[src/rtl/hdlc_bus_pkg.sv]
package hdlc_bus_pkg;
   typedef enum logic [1:0] {
      ACC_IDLE = 2'd0,
      ACC_SEND = 2'd1,
      ACC_WAIT = 2'd2
   } acc_state_e;
endpackage

[src/rtl/hdlc_bus_collide.sv]
module hdlc_bus_collide (
   input  logic bit_en,
   input  logic sending,
   input  logic bus_mode,
   input  logic tx_bit,
   input  logic bus_rx,
   output logic hit
);
   // Sample-back compare, qualified by bus mode and an active transmission
   always_comb hit = bit_en & sending & bus_mode & (tx_bit ^ bus_rx);
endmodule

[src/rtl/hdlc_bus_idle_cnt.sv]
module hdlc_bus_idle_cnt #(
   parameter int IDLE_BITS = 8
) (
   input  logic clk,
   input  logic rst_n,
   input  logic clear,
   input  logic bit_en,
   input  logic bus_rx,
   output logic idle_ok
);
   localparam int CNT_W = (IDLE_BITS > 1) ? $clog2(IDLE_BITS) : 1;
   localparam logic [CNT_W-1:0] LAST = CNT_W'(IDLE_BITS - 1);

   generate
      if (IDLE_BITS == 1) begin : g_single
         always_comb idle_ok = bit_en & bus_rx;
      end else begin : g_count
         logic [CNT_W-1:0] run_q;
         always_ff @(posedge clk or negedge rst_n) begin
            if (!rst_n)
               run_q <= '0;
            else if (clear)
               run_q <= '0;
            else if (bit_en)
               run_q <= bus_rx ? run_q + CNT_W'(1) : '0;
         end
         always_comb idle_ok = bit_en & bus_rx & (run_q == LAST);
      end
   endgenerate
endmodule

[src/rtl/hdlc_bus_rts_gen.sv]
module hdlc_bus_rts_gen (
   input  logic clk,
   input  logic rst_n,
   input  logic start,
   input  logic sending,
   input  logic bit_en,
   input  logic dly_mode,
   output logic rts
);
   logic first_pend_q;

   always_ff @(posedge clk or negedge rst_n) begin
      if (!rst_n)
         first_pend_q <= 1'b0;
      else if (start)
         first_pend_q <= 1'b1;
      else if (sending && bit_en)
         first_pend_q <= 1'b0;
   end

   always_comb rts = sending & ~(dly_mode & first_pend_q);
endmodule

[src/rtl/hdlc_bus_access.sv]
module hdlc_bus_access #(
   parameter int BUF_IDX_W = 3,
   parameter int RETX_BUFS = 2,
   parameter int IDLE_BITS = 8
) (
   input  logic                 clk,
   input  logic                 rst_n,
   input  logic                 bit_en,
   input  logic                 frame_start,
   input  logic                 frame_end,
   input  logic [BUF_IDX_W-1:0] buf_idx,
   input  logic                 tx_bit,
   input  logic                 bus_rx,
   input  logic                 mode_retx,
   input  logic                 mode_bus,
   input  logic                 mode_rts_delay,
   input  logic                 mode_rx_off,
   output logic                 rts,
   output logic                 restart_req,
   output logic                 abort_req,
   output logic                 lost_cts,
   output logic                 rx_enable
);
   import hdlc_bus_pkg::*;

   localparam logic [BUF_IDX_W:0] RETX_LIM = (BUF_IDX_W + 1)'(RETX_BUFS);

   generate
      if (BUF_IDX_W < 1) begin : g_bad_w
         $error("BUF_IDX_W must be at least 1");
      end
      if (IDLE_BITS < 1) begin : g_bad_idle
         $error("IDLE_BITS must be at least 1");
      end
      if (RETX_BUFS < 0 || RETX_BUFS > (1 << BUF_IDX_W)) begin : g_bad_retx
         $error("RETX_BUFS out of range for BUF_IDX_W");
      end
   endgenerate

   acc_state_e state_q;
   logic       sending, hit, idle_ok, start, retry_ok;

   always_comb sending = (state_q == ACC_SEND);

   generate
      if (RETX_BUFS == 0) begin : g_no_retry
         always_comb retry_ok = 1'b0;
      end else begin : g_retry
         always_comb retry_ok = mode_retx & ({1'b0, buf_idx} < RETX_LIM);
      end
   endgenerate

   hdlc_bus_collide i_collide (
      .bit_en   (bit_en),
      .sending  (sending),
      .bus_mode (mode_bus),
      .tx_bit   (tx_bit),
      .bus_rx   (bus_rx),
      .hit      (hit)
   );

   hdlc_bus_idle_cnt #(.IDLE_BITS(IDLE_BITS)) i_idle (
      .clk     (clk),
      .rst_n   (rst_n),
      .clear   (state_q != ACC_WAIT),
      .bit_en  (bit_en),
      .bus_rx  (bus_rx),
      .idle_ok (idle_ok)
   );

   always_comb start = ((state_q == ACC_IDLE) & frame_start) |
                       ((state_q == ACC_WAIT) & idle_ok);

   hdlc_bus_rts_gen i_rts (
      .clk      (clk),
      .rst_n    (rst_n),
      .start    (start),
      .sending  (sending),
      .bit_en   (bit_en),
      .dly_mode (mode_bus & mode_rts_delay),
      .rts      (rts)
   );

   always_ff @(posedge clk or negedge rst_n) begin
      if (!rst_n) begin
         state_q     <= ACC_IDLE;
         lost_cts    <= 1'b0;
         restart_req <= 1'b0;
         abort_req   <= 1'b0;
      end else begin
         lost_cts    <= 1'b0;
         restart_req <= 1'b0;
         abort_req   <= 1'b0;
         unique case (state_q)
            ACC_IDLE: if (frame_start) state_q <= ACC_SEND;
            ACC_SEND: begin
               if (hit) begin
                  lost_cts <= 1'b1;
                  if (retry_ok) begin
                     restart_req <= 1'b1;
                     state_q     <= ACC_WAIT;
                  end else begin
                     abort_req <= 1'b1;
                     state_q   <= ACC_IDLE;
                  end
               end else if (frame_end) begin
                  state_q <= ACC_IDLE;
               end
            end
            ACC_WAIT: if (idle_ok) state_q <= ACC_SEND;
            default:  state_q <= ACC_IDLE;
         endcase
      end
   end

   always_comb rx_enable = ~(mode_rx_off & sending);
endmodule

[config.mk]
export PLATFORM = sky130hd
export DESIGN_NAME = hdlc_bus_access
export DESIGN_NICKNAME = d
export VERILOG_FILES = /design/src/rtl/hdlc_bus_pkg.sv /design/src/rtl/hdlc_bus_collide.sv /design/src/rtl/hdlc_bus_idle_cnt.sv /design/src/rtl/hdlc_bus_rts_gen.sv /design/src/rtl/hdlc_bus_access.sv
export SDC_FILE = /design/constraint.sdc
export NUM_CORES = 1
export LEC_CHECK = 0
export ABC_AREA = 1
export BUFFER_PORTS_ARGS = -buffer_cell sky130_fd_sc_hd__buf_2
export CAP_MARGIN = 40
export CORE_MARGIN = 1
export CORE_UTILIZATION = 35
export CTS_BUF_LIST = sky130_fd_sc_hd__clkbuf_16
export DETAILED_ROUTE_END_ITERATION = 8
export GPL_TIMING_DRIVEN = 1
export HOLD_SLACK_MARGIN = 0.08
export PLACE_DENSITY_LB_ADDON = 0.05
export SYNTH_ARGS = -nofsm -noshare
export SYNTH_HDL_FRONTEND = slang
export SYNTH_HIERARCHICAL = 1
export SYNTH_SLANG_ARGS = --single-unit
[constraint.sdc]
create_clock -name clk -period 3 [get_ports clk]
set_clock_uncertainty 0.2 [all_clocks]
set_input_delay 0.15 -clock clk [delete_from_list [all_inputs] [get_ports clk]]
set_output_delay 0.15 -clock clk [all_outputs]
set_load 0.005 [all_outputs]
## Word-level counts from Yosys, hierarchy flattened

Cells that the tools add are included.
Widths: inputs -> output; s select.

| storage, ports and cells | value |
|---|---|
| input bits | 14 |
| output and inout port bits | 5 |
| logic and storage cells | 55 |
| register bits | 9 |

| operators by class | value |
|---|---|
| muxes and demuxes | 19 |
| add/subtract/negate cells | 1 |
| magnitude comparators | 1 |
| reduce and logical (&&, ||, !) cells | 5 |
| eq/ne operators | 7 |
| bitwise gates (word level) | 16 |

Operators by type and width:

| cell | count |
|---|---|
| $and 1x1->1 | 12 |
| $mux 1 | 10 |
| $mux 2 | 5 |
| $mux 3 | 3 |
| $ne 2x2->1 const B | 3 |
| $pmux 2 s3 | 1 |
| $reduce_bool 2->1 | 2 |
| $add 3x1->3 const B | 1 |
| $eq 3x3->1 const B | 1 |
| $lt 3x2->1 const B | 1 |
| $ne 3x3->1 const B | 1 |
| $reduce_and 3->1 | 1 |
| $eq 2x1->1 const B | 1 |
| $eq 2x2->1 const B | 1 |
| $logic_not 2->1 | 1 |
| $not 1->1 | 2 |
| $logic_and 1x1->1 | 1 |
| $or 1x1->1 | 1 |
| $xor 1x1->1 | 1 |

## Longest topological paths before layout

| depth | value |
|---|---|
| word-level depth | 6 |
| depth in mapped cells | 9 |
| gate-level depth less buffers | 9 |

## Cells and area by module

The synthesis kept the hierarchy.

Modules (own cells, without submodules):

| module | area each (µm²) | sequential area each (µm²) | cells an instance | instances |
|---|---|---|---|---|
| hdlc_bus_access | 247.7 | 125.1 | 30 | 1 |
| hdlc_bus_idle_cnt | 178.9 | 75.1 | 25 | 1 |
| hdlc_bus_rts_gen | 51.3 | 25.0 | 6 | 1 |
| hdlc_bus_collide | 30.0 | 0.0 | 7 | 1 |

## Least setup slack after synthesis

Ideal clock, no wire load.

| path | value |
|---|---|
| path type | register to register |
| start point | register i_idle.g_count.run_q[0] |
| end point | register i_rts.first_pend_q |
| clock period less this slack | 1340 ps |
| setup time | 116 ps |
| buffers on the path | 0 |
| arrival time | 1023 ps |
| setup slack | 1660 ps |
| stages on the path, launching flop included | 9 |
| data required time | 2684 ps |
| cell sequence | dfrtp_1 -> ha_1 -> ha_1 -> inv_1 -> nor2_1 -> nand3_1 -> nand2_1 -> inv_1 -> nand2_1 |

| on the way | value |
|---|---|
| longest elaborated chain between the ends | 5 |
| elaborated cells between the ends (all ways) | 6 |
| those cells by class | 1 x eq/ne; 1 x mux; 3 x bitwise; 1 x reduce/logical |

RTL lines:

| what | RTL line | text |
|---|---|---|
| from (decl) | hdlc_bus_idle_cnt.sv:18 | `logic [CNT_W-1:0] run_q;` |
| from (signal assigned) | hdlc_bus_idle_cnt.sv:25 | `run_q <= bus_rx ? run_q + CNT_W'(1) : '0;` |
| $eq 3x3->1 (*) | hdlc_bus_idle_cnt.sv:27 | `always_comb idle_ok = bit_en & bus_rx & (run_q == LAST);` |
| $and 1x1->1 (*) | hdlc_bus_idle_cnt.sv:27 |  |
| named net idle_ok | hdlc_bus_access.sv:41 | `logic sending, hit, idle_ok, start, retry_ok;` |
| $and 1x1->1 (*) | hdlc_bus_access.sv:72 | `((state_q == ACC_WAIT) & idle_ok);` |
| $or 1x1->1 (*) | hdlc_bus_access.sv:71 | `always_comb start = ((state_q == ACC_IDLE) & frame_start) \|` |
| named net start | hdlc_bus_access.sv:41 |  |
| $mux 1 or $reduce_bool 2->1 (tied branches) | n/a |  |
| to (signal assigned) | hdlc_bus_rts_gen.sv:14 | `first_pend_q <= 1'b0;` |
| to (signal assigned) | hdlc_bus_rts_gen.sv:16 | `first_pend_q <= 1'b1;` |
| to (signal assigned) | hdlc_bus_rts_gen.sv:18 | `first_pend_q <= 1'b0;` |
| to (decl) | hdlc_bus_rts_gen.sv:10 | `logic first_pend_q;` |

Mark *: on every way through the listed nets, which the timed path passes. The rest lies on a longest branch.
A chain may end at the register's enable or synchronous reset.

## Worst setup path after layout

| path | value |
|---|---|
| start point | input bit_en |
| end point | register i_idle.g_count.run_q[0] |

| on the way | value |
|---|---|
| longest elaborated chain between the ends | 1 |

RTL lines:

| what | RTL line | text |
|---|---|---|
| from (decl) | hdlc_bus_access.sv:8 | `input logic bit_en,` |
| $reduce_bool 2->1 (no line) | n/a |  |

Every way passes these cells.

==> report_table.html <==
<table>
<tr><th>Metric</th><th>Value</th></tr>
<tr><th colspan="2">Run status</th></tr>
<tr><td>Status</td><td>complete, no violations</td></tr>
<tr><th colspan="2">Layout</th></tr>
<tr><td>Layout fillers</td><td>126</td></tr>
<tr><td>Util after Layout</td><td>0.600</td></tr>
<tr><td>NumNets Final</td><td>116</td></tr>
<tr><td>Number of inserted diodes</td><td>0</td></tr>
<tr><td>Layout cell share with drive strength beyond 1</td><td>0.333</td></tr>
<tr><td>Layout overhead on the synthesized area</td><td>55.7%</td></tr>
<tr><th colspan="2">Clocking</th></tr>
<tr><td>H-tree levels</td><td>1</td></tr>
<tr><td>Latest clock arrival within the worst-skew pair</td><td>230 ps</td></tr>
<tr><td>TritonCTS clock tree</td><td>built</td></tr>
<tr><td>Cell at the root of the clock tree</td><td>sky130_fd_sc_hd__clkbuf_16</td></tr>
<tr><td>Hold-fix buffers, CTS</td><td>10</td></tr>
<tr><td>Clock sinks</td><td>9</td></tr>
<tr><td>Clock buffers created by TritonCTS</td><td>3</td></tr>
<tr><td>Number of gates given a new drive strength after cts</td><td>0</td></tr>
<tr><td>Max Buffers Root-to-Sink</td><td>2</td></tr>
<tr><td>Clk slew on worst S/H paths</td><td>40 ps</td></tr>
<tr><td>Number of setup buffers added after CTS</td><td>0</td></tr>
<tr><th colspan="2">Floorplan</th></tr>
<tr><td>Floorplan die width</td><td>40.1 µm</td></tr>
<tr><td>Effective utilization at floorplan</td><td>0.386</td></tr>
<tr><td>Number of rows created at floorplan</td><td>13</td></tr>
<tr><td>Die boundary height</td><td>40.1 µm</td></tr>
<tr><td>I/O pin count</td><td>19</td></tr>
<tr><td>Total core area</td><td>1320 µm²</td></tr>
<tr><td>Die Outline Area</td><td>1610 µm²</td></tr>
<tr><th colspan="2">Global routing</th></tr>
<tr><td>Global routing usage summed across all routing layers</td><td>0.147</td></tr>
<tr><td>Largest net degree at the start of global routing</td><td>10</td></tr>
<tr><td>Overflow after GRT</td><td>0</td></tr>
<tr><td>Via count of the first global-routing pass</td><td>383</td></tr>
<tr><td>Wire length of the first global-routing pass</td><td>1500 µm</td></tr>
<tr><td>Antenna violations before repair</td><td>0</td></tr>
<tr><th colspan="2">Logic synthesis</th></tr>
<tr><td>Syn avg cell area</td><td>7.47 µm²</td></tr>
<tr><td>Cell count after synthesis</td><td>68</td></tr>
<tr><td>Number of different library cells in the post-synthesis netlist</td><td>13</td></tr>
<tr><td>Yosys synthesis warning count</td><td>6</td></tr>
<tr><td>Sequential area share after synthesis</td><td>0.443</td></tr>
<tr><td>Net Count, Synth</td><td>84</td></tr>
<tr><td>Number of storage elements in the synthesis netlist</td><td>9</td></tr>
<tr><td>Cell area after synthesis</td><td>508 µm²</td></tr>
<tr><th colspan="2">Route</th></tr>
<tr><td>Remaining design rule violation count</td><td>0</td></tr>
<tr><td>Total vias in the final route</td><td>471</td></tr>
<tr><td>Post-detailed-routing wire length</td><td>966 µm</td></tr>
<tr><td>Detailed-router iteration count before antenna repair</td><td>4</td></tr>
<tr><td>Via count normalized by instance count</td><td>4.13</td></tr>
<tr><td>Final routed wire length divided by cell count</td><td>8.47 µm</td></tr>
<tr><td>DR iter-0 viols</td><td>1</td></tr>
<tr><td>Number of nets with antenna violations after routing</td><td>0</td></tr>
<tr><th colspan="2">Worst setup path</th></tr>
<tr><td>WP buf/inv</td><td>4</td></tr>
<tr><td>Worst-path maximum fanout</td><td>6</td></tr>
<tr><td>Critical path start-end classification</td><td>in -&gt; reg</td></tr>
<tr><td>Top cell by count, worst path</td><td>sky130_fd_sc_hd__dlygate4sd3_1</td></tr>
<tr><td>Delay of the slowest cell on the worst path</td><td>550 ps</td></tr>
<tr><td>Gate family responsible for the most delay along the worst path</td><td>buffers and inverters</td></tr>
<tr><td>Cell Chain, Critical Path</td><td>dlygate4sd3_1 -&gt; buf_2 -&gt; a21oi_1 -&gt; dlygate4sd3_1 -&gt; nor2_1 -&gt; dlygate4sd3_1</td></tr>
<tr><td>Sort of element at the start of the critical path</td><td>input pin</td></tr>
<tr><td>Worst path required time</td><td>2910 ps</td></tr>
<tr><td>CP Capture Type</td><td>flip-flop</td></tr>
<tr><td>Worst-path cell with the longest stage delay</td><td>sky130_fd_sc_hd__dlygate4sd3_1</td></tr>
<tr><td>CP arrival</td><td>2110 ps</td></tr>
<tr><th colspan="2">Place</th></tr>
<tr><td>Final GP Congestion</td><td>0.686</td></tr>
<tr><td>Port Buffer Count</td><td>17</td></tr>
<tr><td>Post-detail-place hpwl</td><td>680 µm</td></tr>
<tr><th colspan="2">Timing</th></tr>
<tr><td>Max-slew violation total from the final report</td><td>0</td></tr>
<tr><td>Finish-stage setup viols</td><td>0</td></tr>
<tr><td>Achievable clock frequency</td><td>455 MHz</td></tr>
<tr><td>Normalized max-slew margin</td><td>0.871</td></tr>
<tr><td>Setup repair after global routing missed its margin</td><td>no</td></tr>
<tr><td>Final-layout setup total negative slack</td><td>0 ps</td></tr>
<tr><td>Fin. Hold Viols</td><td>0</td></tr>
<tr><td>Share of the clock period used by the worst path after layout</td><td>0.732</td></tr>
<tr><td>Minimum clock period after layout</td><td>2200 ps</td></tr>
<tr><td>Worst-Margin Slew</td><td>194 ps</td></tr>
<tr><th colspan="2">Power and ir drop</th></tr>
<tr><td>Cell-internal power</td><td>341 µW</td></tr>
<tr><td>Sw power</td><td>94.4 µW</td></tr>
<tr><td>Clk network pwr share</td><td>0.529</td></tr>
<tr><td>Leakage power</td><td>0.000458 µW</td></tr>
<tr><td>Sw Share</td><td>0.217</td></tr>
<tr><td>Part of the total power dissipated in combinational logic</td><td>0.160</td></tr>
<tr><td>Power density over the cells</td><td>550 nW/µm²</td></tr>
<tr><td>Worst vdd ir</td><td>0.342 mV</td></tr>
<tr><td>Register share of total power</td><td>0.311</td></tr>
<tr><th colspan="2">Hold path</th></tr>
<tr><td>Worst hold path class</td><td>in -&gt; reg</td></tr>
<tr><th colspan="2">Run</th></tr>
<tr><td>Reported max-cap violation count</td><td>0</td></tr>
</table>
[power groups by stage]
stage                     Sequential [µW]  Clock [µW]  Combinational [µW]
final                                 135         230                69.8
after global routing                  136         245                79.0
after CTS                             135         235                69.9
after detailed placement              137           0                53.5
after global placement                137           0                53.0
after floorplan                       136           0                32.5
[worst reg2reg max path, delay by kind of cell, from the launching register on]
family / cells / cell delay [ps]
simple gates: 4 / 250
buf+inv: 3 / 640
fa+ha+maj: 2 / 380
flops: 1 / 400
[per-stage QoR]
step	setup slack, ps	power [µW]	std cells	hold slack (ps)	cell area (µm²)
after global routing	707	459	114	130	791
after global placement	1540	190	100	-190	612
final	803	435	114	98.4	791
after CTS	811	440	114	98.6	791
after detailed placement	1550	190	100	-191	612
after floorplan	1660	169	68	-346	508
[cells in the mapped netlist]
library cell | instances | share of area
sky130_fd_sc_hd__dfrtp_1 | 9 | 0.44
sky130_fd_sc_hd__nand2_2 | 3 | 0.037
sky130_fd_sc_hd__inv_1 | 11 | 0.081
sky130_fd_sc_hd__nand3_1 | 4 | 0.039
sky130_fd_sc_hd__nor2_1 | 6 | 0.044
sky130_fd_sc_hd__a21boi_2 | 1 | 0.022
sky130_fd_sc_hd__nor2_4 | 2 | 0.044
sky130_fd_sc_hd__ha_1 | 2 | 0.049
sky130_fd_sc_hd__or2_0 | 1 | 0.012
sky130_fd_sc_hd__a21oi_1 | 1 | 0.0098
sky130_fd_sc_hd__nand2_1 | 21 | 0.16
sky130_fd_sc_hd__nor2_2 | 2 | 0.025
sky130_fd_sc_hd__inv_2 | 5 | 0.037
[registers in the layout, summed over array words and instances, names as in the netlist]
| name | count |
|---|---|
| lost_cts | 1 |
| i_rts/first_pend_q | 1 |
| i_idle/g_count.run_q | 3 |
| abort_req | 1 |
| restart_req | 1 |
| state_q | 2 |
[cell type report]
cell class | instances | area, µm² | share of cell area
Timing Repair Buffer | 27 | 185 | 0.234
Multi-Input combinational cell | 43 | 223 | 0.282
Sequential cell | 9 | 225 | 0.285
Tap cell | 15 | 18.8 | 0.0237
Clock buffer | 3 | 75.1 | 0.0949
Clock inverter | 1 | 3.75 | 0.00475
Inverter | 16 | 60.1 | 0.0759
[final timing paths]
kind / startpoint / slack, ps / depth (start not counted) / endpoint
setup / recovery: bit_en / 800 / 6 / i_idle/g_count.run_q[0]
hold / removal: mode_bus / 100 / 5 / lost_cts
setup reg to reg: i_idle/g_count.run_q[0] / 1030 / 9 / i_rts/first_pend_q
hold reg to reg: i_idle/g_count.run_q[1] / 290 / 2 / i_idle/g_count.run_q[1]
max in group asynchronous: rst_n / 2310 / 2 / restart_req
min in group asynchronous: rst_n / 110 / 2 / lost_cts
[cell families after synthesis]
logic type               count (synthesis)  share of synthesized area
adder cells (fa/ha/maj)                  2                     0.0493
buffers and inverters                   16                      0.118
flip-flops                               9                      0.443
AND/OR/NAND/NOR                         39                      0.357
AO/OA/AOI/OAI                            2                     0.0320
[placed cells by master, fill, tap and decap left out, drive strengths merged]
| master | Yosys | layout |
|---|---|---|
| inv | 16 | 17 |
| or2 | 1 | 1 |
| nand2 | 24 | 24 |
| dfrtp | 9 | 9 |
| a21oi | 1 | 1 |
| ha | 2 | 2 |
| nand3 | 4 | 4 |
| nor2 | 10 | 10 |
| clkbuf | 0 | 3 |
| dlygate4sd3 | 0 | 10 |
| a21boi | 1 | 1 |
| buf | 0 | 17 |
[routing by layer]
layer | vias to the layer above | GRT usage | share of wire
met3 | 3 | 0.0500 | 0.062
li1 | 259 | - | -
met4 | 0 | 0.0776 | 0.019
met1 | 194 | 0.169 | 0.44
met2 | 15 | 0.238 | 0.48
met5 | - | 0 | 0
No activity file was read; power rests on OpenSTA's default activity.
